## src/rtl/xbw_pkg.sv

```systemverilog
package xbw_pkg;
   typedef enum logic [1:0] {
      PH_IDLE   = 2'd0,
      PH_LEAD   = 2'd1,
      PH_ACTIVE = 2'd2,
      PH_TRAIL  = 2'd3
   } phase_e;

   typedef enum logic [1:0] {
      RDY_IGNORE = 2'd0,
      RDY_SYNC   = 2'd1,
      RDY_ASYNC  = 2'd2,
      RDY_RSVD   = 2'd3
   } rdy_mode_e;
endpackage

```

## src/rtl/xbw_rdy_path.sv

```systemverilog
// Ready conditioning: one register for the synchronous path, a synchronizer
// chain plus a sample register for the asynchronous path.
module xbw_rdy_path #(
   parameter int SYNC_STAGES = 2
) (
   input  logic clk,
   input  logic rst_n,
   input  logic rdy_pin,
   output logic rdy_sync_q,
   output logic rdy_async_q
);
   localparam int CHAIN = SYNC_STAGES + 1;

   if (SYNC_STAGES < 2) begin : g_bad_stages
      $error("xbw_rdy_path: SYNC_STAGES must be at least 2");
   end

   logic [CHAIN-1:0] chain_q;

   always_ff @(posedge clk or negedge rst_n) begin
      if (!rst_n) rdy_sync_q <= 1'b0;
      else        rdy_sync_q <= rdy_pin;
   end

   for (genvar s = 0; s < CHAIN; s++) begin : g_stage
      if (s == 0) begin : g_first
         always_ff @(posedge clk or negedge rst_n) begin
            if (!rst_n) chain_q[0] <= 1'b0;
            else        chain_q[0] <= rdy_pin;
         end
      end else begin : g_next
         always_ff @(posedge clk or negedge rst_n) begin
            if (!rst_n) chain_q[s] <= 1'b0;
            else        chain_q[s] <= chain_q[s-1];
         end
      end
   end

   assign rdy_async_q = chain_q[CHAIN-1];
endmodule

```

## src/rtl/xbw_phase_ctl.sv

```systemverilog
// Phase sequencer: one shared counter, restarted at every phase entry.
module xbw_phase_ctl
   import xbw_pkg::*;
#(
   parameter int CW = 4
) (
   input  logic          clk,
   input  logic          rst_n,
   input  logic          start,
   input  logic [CW-1:0] lead_len,
   input  logic [CW-1:0] act_len,
   input  logic [CW-1:0] trail_len,
   input  logic          rdy_ok,
   output phase_e        phase,
   output logic          last_trail
);
   localparam logic [CW-1:0] CNT_ONE = CW'(1);
   localparam logic [CW-1:0] CNT_MAX = '1;

   logic [CW-1:0] cnt_q, cnt_d;
   phase_e        phase_d;

   always_comb begin
      phase_d    = phase;
      cnt_d      = cnt_q;
      last_trail = 1'b0;
      unique case (phase)
         PH_IDLE: begin
            if (start) begin
               phase_d = PH_LEAD;
               cnt_d   = CNT_ONE;
            end
         end
         PH_LEAD: begin
            if (cnt_q >= lead_len) begin
               phase_d = PH_ACTIVE;
               cnt_d   = CNT_ONE;
            end else begin
               cnt_d = cnt_q + CNT_ONE;
            end
         end
         PH_ACTIVE: begin
            if ((cnt_q >= act_len) && rdy_ok) begin
               phase_d = PH_TRAIL;
               cnt_d   = CNT_ONE;
            end else if (cnt_q != CNT_MAX) begin
               cnt_d = cnt_q + CNT_ONE;
            end
         end
         PH_TRAIL: begin
            if (cnt_q >= trail_len) begin
               phase_d    = PH_IDLE;
               last_trail = 1'b1;
            end else begin
               cnt_d = cnt_q + CNT_ONE;
            end
         end
         default: phase_d = PH_IDLE;
      endcase
   end

   always_ff @(posedge clk or negedge rst_n) begin
      if (!rst_n) begin
         phase <= PH_IDLE;
         cnt_q <= CNT_ONE;
      end else begin
         phase <= phase_d;
         cnt_q <= cnt_d;
      end
   end
endmodule

```

## src/rtl/xbus_wr_seq.sv

```systemverilog
module xbus_wr_seq
   import xbw_pkg::*;
#(
   parameter int AW          = 16,
   parameter int DW          = 16,
   parameter int CW          = 4,
   parameter int SYNC_STAGES = 2
) (
   input  logic          clk,
   input  logic          rst_n,
   input  logic [CW-1:0] cfg_lead,
   input  logic [CW-1:0] cfg_active,
   input  logic [CW-1:0] cfg_trail,
   input  logic [1:0]    cfg_rdy_mode,
   input  logic          req,
   input  logic [AW-1:0] req_addr,
   input  logic [DW-1:0] req_data,
   output logic          ack,
   output logic          bus_cs_n,
   output logic          bus_we_n,
   output logic          bus_rnw,
   output logic [AW-1:0] bus_addr,
   output logic [DW-1:0] bus_data_o,
   output logic          bus_data_oe,
   input  logic          bus_rdy
);
   localparam logic [CW-1:0] MIN_ONE = CW'(1);
   localparam logic [CW-1:0] MIN_TWO = CW'(2);

   if (CW < 2 || CW > 8) begin : g_bad_cw
      $error("xbus_wr_seq: CW must lie in 2..8");
   end
   if (AW < 1 || DW < 1) begin : g_bad_widths
      $error("xbus_wr_seq: AW and DW must be positive");
   end

   phase_e        phase;
   logic          start, last_trail, hold_q, rdy_ok;
   logic          rdy_sync_q, rdy_async_q;
   logic [AW-1:0] addr_q;
   logic [DW-1:0] data_q;
   logic [CW-1:0] lead_q, act_q, trail_q;
   logic [CW-1:0] lead_min, act_min, trail_min;
   rdy_mode_e     mode_in, mode_q;

   assign start   = (phase == PH_IDLE) && req;
   assign mode_in = rdy_mode_e'(cfg_rdy_mode);

   // Clamp the programmed lengths to their minimums at capture time.
   always_comb begin
      lead_min  = (cfg_lead  < MIN_ONE) ? MIN_ONE : cfg_lead;
      trail_min = (cfg_trail < MIN_ONE) ? MIN_ONE : cfg_trail;
      if (mode_in == RDY_ASYNC)
         act_min = (cfg_active < MIN_TWO) ? MIN_TWO : cfg_active;
      else
         act_min = (cfg_active < MIN_ONE) ? MIN_ONE : cfg_active;
   end

   always_ff @(posedge clk or negedge rst_n) begin
      if (!rst_n) begin
         addr_q  <= '0;
         data_q  <= '0;
         lead_q  <= MIN_ONE;
         act_q   <= MIN_ONE;
         trail_q <= MIN_ONE;
         mode_q  <= RDY_IGNORE;
      end else if (start) begin
         addr_q  <= req_addr;
         data_q  <= req_data;
         lead_q  <= lead_min;
         act_q   <= act_min;
         trail_q <= trail_min;
         mode_q  <= mode_in;
      end
   end

   xbw_rdy_path #(.SYNC_STAGES(SYNC_STAGES)) u_rdy (
      .clk         (clk),
      .rst_n       (rst_n),
      .rdy_pin     (bus_rdy),
      .rdy_sync_q  (rdy_sync_q),
      .rdy_async_q (rdy_async_q)
   );

   always_comb begin
      unique case (mode_q)
         RDY_SYNC:  rdy_ok = rdy_sync_q;
         RDY_ASYNC: rdy_ok = rdy_async_q;
         default:   rdy_ok = 1'b1;
      endcase
   end

   xbw_phase_ctl #(.CW(CW)) u_phase (
      .clk        (clk),
      .rst_n      (rst_n),
      .start      (start),
      .lead_len   (lead_q),
      .act_len    (act_q),
      .trail_len  (trail_q),
      .rdy_ok     (rdy_ok),
      .phase      (phase),
      .last_trail (last_trail)
   );

   // Keep the data driver on for one cycle after read/not-write returns high.
   always_ff @(posedge clk or negedge rst_n) begin
      if (!rst_n) hold_q <= 1'b0;
      else        hold_q <= last_trail;
   end

   assign bus_cs_n    = (phase == PH_IDLE);
   assign bus_rnw     = (phase == PH_IDLE);
   assign bus_we_n    = (phase != PH_ACTIVE);
   assign bus_data_oe = (phase == PH_ACTIVE) || (phase == PH_TRAIL) || hold_q;
   assign bus_addr    = addr_q;
   assign bus_data_o  = data_q;
   assign ack         = last_trail;
endmodule

```

## config.mk

```make
export PLATFORM = sky130hd
export DESIGN_NAME = xbus_wr_seq
export DESIGN_NICKNAME = d
export VERILOG_FILES = /design/src/rtl/xbw_pkg.sv /design/src/rtl/xbw_rdy_path.sv /design/src/rtl/xbw_phase_ctl.sv /design/src/rtl/xbus_wr_seq.sv
export SDC_FILE = /design/constraint.sdc
export NUM_CORES = 1
export LEC_CHECK = 0
export BUFFER_PORTS_ARGS = -buffer_cell sky130_fd_sc_hd__clkbuf_2
export CORE_MARGIN = 4
export CORE_UTILIZATION = 40
export DETAILED_ROUTE_END_ITERATION = 10
export PLACE_DENSITY = 0.65
export SLEW_MARGIN = 25
export SYNTH_ARGS = -nofsm -noshare
export SYNTH_HDL_FRONTEND = slang
export SYNTH_HIERARCHICAL = 1
export SYNTH_SLANG_ARGS = --single-unit
```

## constraint.sdc

```tcl
create_clock -name clk -period 4.2 [get_ports clk]
set_clock_uncertainty 0.2 [all_clocks]
set_input_delay 0.63 -clock clk [delete_from_list [all_inputs] [get_ports clk]]
set_output_delay 0.63 -clock clk [all_outputs]
set_load 0.05 [all_outputs]
```

==> impl_metrics.ini <==
[status]
run_status = completed

[route]
routed-via-count = 1937
iteration_0_drc_count_of_the_detailed_router = 79
wl_met3_um = 501
met2_length_um = 2530
drcViolationCount = 0
detailedRoute.firstPassIterationCount = 4
routed_wirelength_um = 5460
detail_route.wirelength.met1_um = 2370
route.top_layer_used = met4
detail_route.vias_per_cell = 5.12
antenna_left = 0
average_detailed_routed_wire_length_per_instance_um = 14.4

[sta]
timing.setup.tns_ps = 0
timing.final.setup_violations = 0
timing_worst_slew_pin_value_ps = 643
final_count_of_hold_timing_violations = 0
fmax_mhz = 331
slew_violations = 0
grt_setup_unrepaired = false
setup_slack_ps = 1180
relSlewSlack_pct = 56.9
final_period_minus_worst_setup_slack_ps = 3020
final.period_utilization_pct = 71.9
fin_worst_hold_slack_ps = 78.3

[critical_path]
worst_path_dominant_cell_family = flip-flops
worst_path_largest_cell_delay_ps = 590
crit_fanout = 6
reg2reg_to = u_phase/phase[1]
crit_buf_inv = 2
path_cells = inv_1, ha_1, nand2b_1, a211o_1, a21oi_1, nor2_1, clkbuf_2
critical_path_class = reg -> out
worst_r2r_path_depth = 7
critical_path_arrival_ps = 2190
crit_required_ps = 3370
worstReg2RegStart = u_phase/cnt_q[0]
worst_setup_path_start_kind = flip-flop
crit_slowest_cell = sky130_fd_sc_hd__dfstp_2
reg2reg_setup_slack_ps = 1610
crit_path_end_kind = output pin

[clock_network]
clock_path_buffers = 2
cts_tree = yes
cts_setup_buffers = 0
ctsHtreeMaxLevel = 2
cts_hold_repair.buffers = 0
cts_resized = 0
clock-sinks = 56
ctsRootBufferMaster = sky130_fd_sc_hd__clkbuf_8
clkLatencyLatePin_ps = 310
cts-buffers-inserted = 5
clkTransAtPathRegs_ps = 100

[global_route]
grt.total_usage_pct = 14.2
grt_first_pass_wirelength_um = 9450
gr-total-overflow = 0
pin_count_of_the_biggest_net_entering_global_routing = 52
first_global_vias = 2098
antenna_found_initial = 0

[job]
max_cap_viols = 0

[synth]
ys.flop_type = sky130_fd_sc_hd__dfrtp_1
yosys.cell_types.count = 41
async_reset_ff_share_pct = 100
postSynthAreaPerCell_um2 = 12.8
synthSimpleGateAreaFrac_pct = 7.17
number_of_enable_flip_flop_cells_after_synthesis = 0
synth_xor_xnor_area_share_pct = 0
synth.yosys.seq_area_share_pct = 52.0
synthCells = 211
synth.mux.area_fraction_pct = 18.4
syn-cell-area_mm2 = 0.00270
synth_compound_gate_area_share_pct = 8.42
synth_fa_ha_area_share_pct = 9.25
postSynthNetCount = 281
yosys_warnings = 6
synth_top_family_by_area = multiplexers
yosys_register_bits = 56

[placed_design]
globalplace.congestion = 0.854
port_buffers = 86
detailedPlacementHpwl_um = 4060
detailedPlace.worstSlack_ps = 1520

[worst_hold_path]
worst_hold_path_type = in -> async

[pwr]
total_leakage_power_uw = 0.00162
seq_power_share_pct = 32.9
power_frac_clock_pct = 10.2
internal-power_uw = 1490
power_density_mw_per_mm2 = 895
netSwitchingFraction_pct = 49.2
ir_worst_vdd_mv = 0.456
p_sw_uw = 1440
power_share_of_the_combinational_group_pct = 56.9

[floorplanning]
initial_standard_cell_utilization_of_the_core_pct = 41.9
horizontal_extent_of_the_die_um = 90.2
die_area_mm2 = 0.00814
core_area_mm2 = 0.00646
ioPinCount = 87
die_height_um = 90.2
fp-row-count = 29

[cells_and_area]
filler_cell_count = 587
final_layout_size_suffix_gt1_share_pct = 47.5
combined_area_of_the_multi_input_logic_cells_mm2 = 0.00117
seqCellArea_mm2 = 0.00141
area_growth_syn_to_layout_pct = 21.2
finish.net_count = 370
antenna-diode-count = 0
==> cell usage in the layout (no fill, tap or decap), drive strengths merged, types with 2 or more instances in the layout <==
cell	n
clkbuf	91
dfrtp	52
mux2	43
ha	20
inv	18
nor2	12
o21ai	7
a21oi	6
nand2b	4
nor3	4
dfstp	4
buf	3
o211ai	3
a211oi	3
nand2	2
o31ai	2
nor2b	2
nand3	2
o311ai	2
nor3b	2
==> through the flow <==
step           util [%]  area (µm²)  power [µW]  std cells
2_1_floorplan         -        2700        2300        211
3_3_place_gp       49.3        3190        2630        370
4_1_cts            50.7        3270        2970        378
6_report           50.7        3280        2930        378
3_5_place_dp       49.3        3190        2660        370
5_1_grt            50.7        3280        3150        378
==> worst max-delay path by stage <==
stage | slack (ps) | endpoint | depth (start not counted) | startpoint
detailed placement | 1520 | ack | 7 | u_phase/cnt_q[0]
CTS | 1170 | ack | 7 | u_phase/cnt_q[0]
floorplan | 1540 | ack | 6 | u_phase/cnt_q[0]
global route | 1020 | ack | 7 | u_phase/cnt_q[0]
finish | 1180 | ack | 7 | u_phase/cnt_q[0]
global placement | 1570 | ack | 7 | u_phase/cnt_q[0]
==> worst register-to-register path: cells and delay by family (launching register included) <==
family / cells / cell delay (ps)
and+or+nand+nor: 2 / 600
muxes: 1 / 300
buffers and inverters: 1 / 90
DFF: 1 / 590
AOI/OAI and AO/OA: 2 / 440
adders and majority gates: 1 / 270
==> routing by layer <==
metal  track usage (%)  up-vias
li1                  -      926
met1              17.1      940
met2              23.0       67
met3              5.34        4
met4              5.48        0
met5                 0        -
==> sequential cells by signal (all words and copies together) (netlist names) <==
register / count
bus_addr: 16
lead_q: 4
trail_q: 4
act_q: 4
u_rdy/chain_q: 2
bus_data_o: 16
hold_q: 1
u_phase/cnt_q: 4
u_rdy/rdy_async_q: 1
u_phase/phase: 2
mode_q: 2
==> cells by family (layout without fill, tap and decap cells) <==
family,count (synthesis),after routing
muxes,44,44
AOI/OAI and AO/OA,33,33
adders and majority gates,20,20
and+or+nand+nor,34,34
buffers and inverters,24,114
DFF,56,56
==> cells in the mapped netlist (all sizes together), types with 2 or more instances <==
library cell   n  area (µm²)
nor3           4        20.0
nor2          12        45.0
o311ai         2        17.5
dfstp          4         105
nand2          2        7.51
a211oi         3        22.5
o211ai         3        22.5
o31ai          2        15.0
nand2b         4        25.0
dfrtp         52        1300
a21oi          6        30.0
nor2b          2        12.5
ha            20         250
mux2          43         488
o21ai          7        35.0
nor3b          2        26.3
buf            6        60.1
nand3          2        10.0
inv           18        67.6
==> power by group through the flow <==
stage	combinational (µW)	sequential (µW)	clock, µW
after floorplan	792	1510	0
after global placement	1660	965	0
after detailed placement	1680	976	0
after CTS	1680	970	315
after global routing	1810	1000	334
final	1670	966	298
==> final cells by class <==
class,count,area share (%)
Inverter,18,2.06
Tap cell,77,2.94
Multi-Input combinational cell,131,35.7
Sequential cell,56,42.9
Clock buffer,6,2.21
Clock inverter,2,0.496
Timing Repair Buffer,88,13.7
Note: power is estimated with default switching activity, not from simulation.
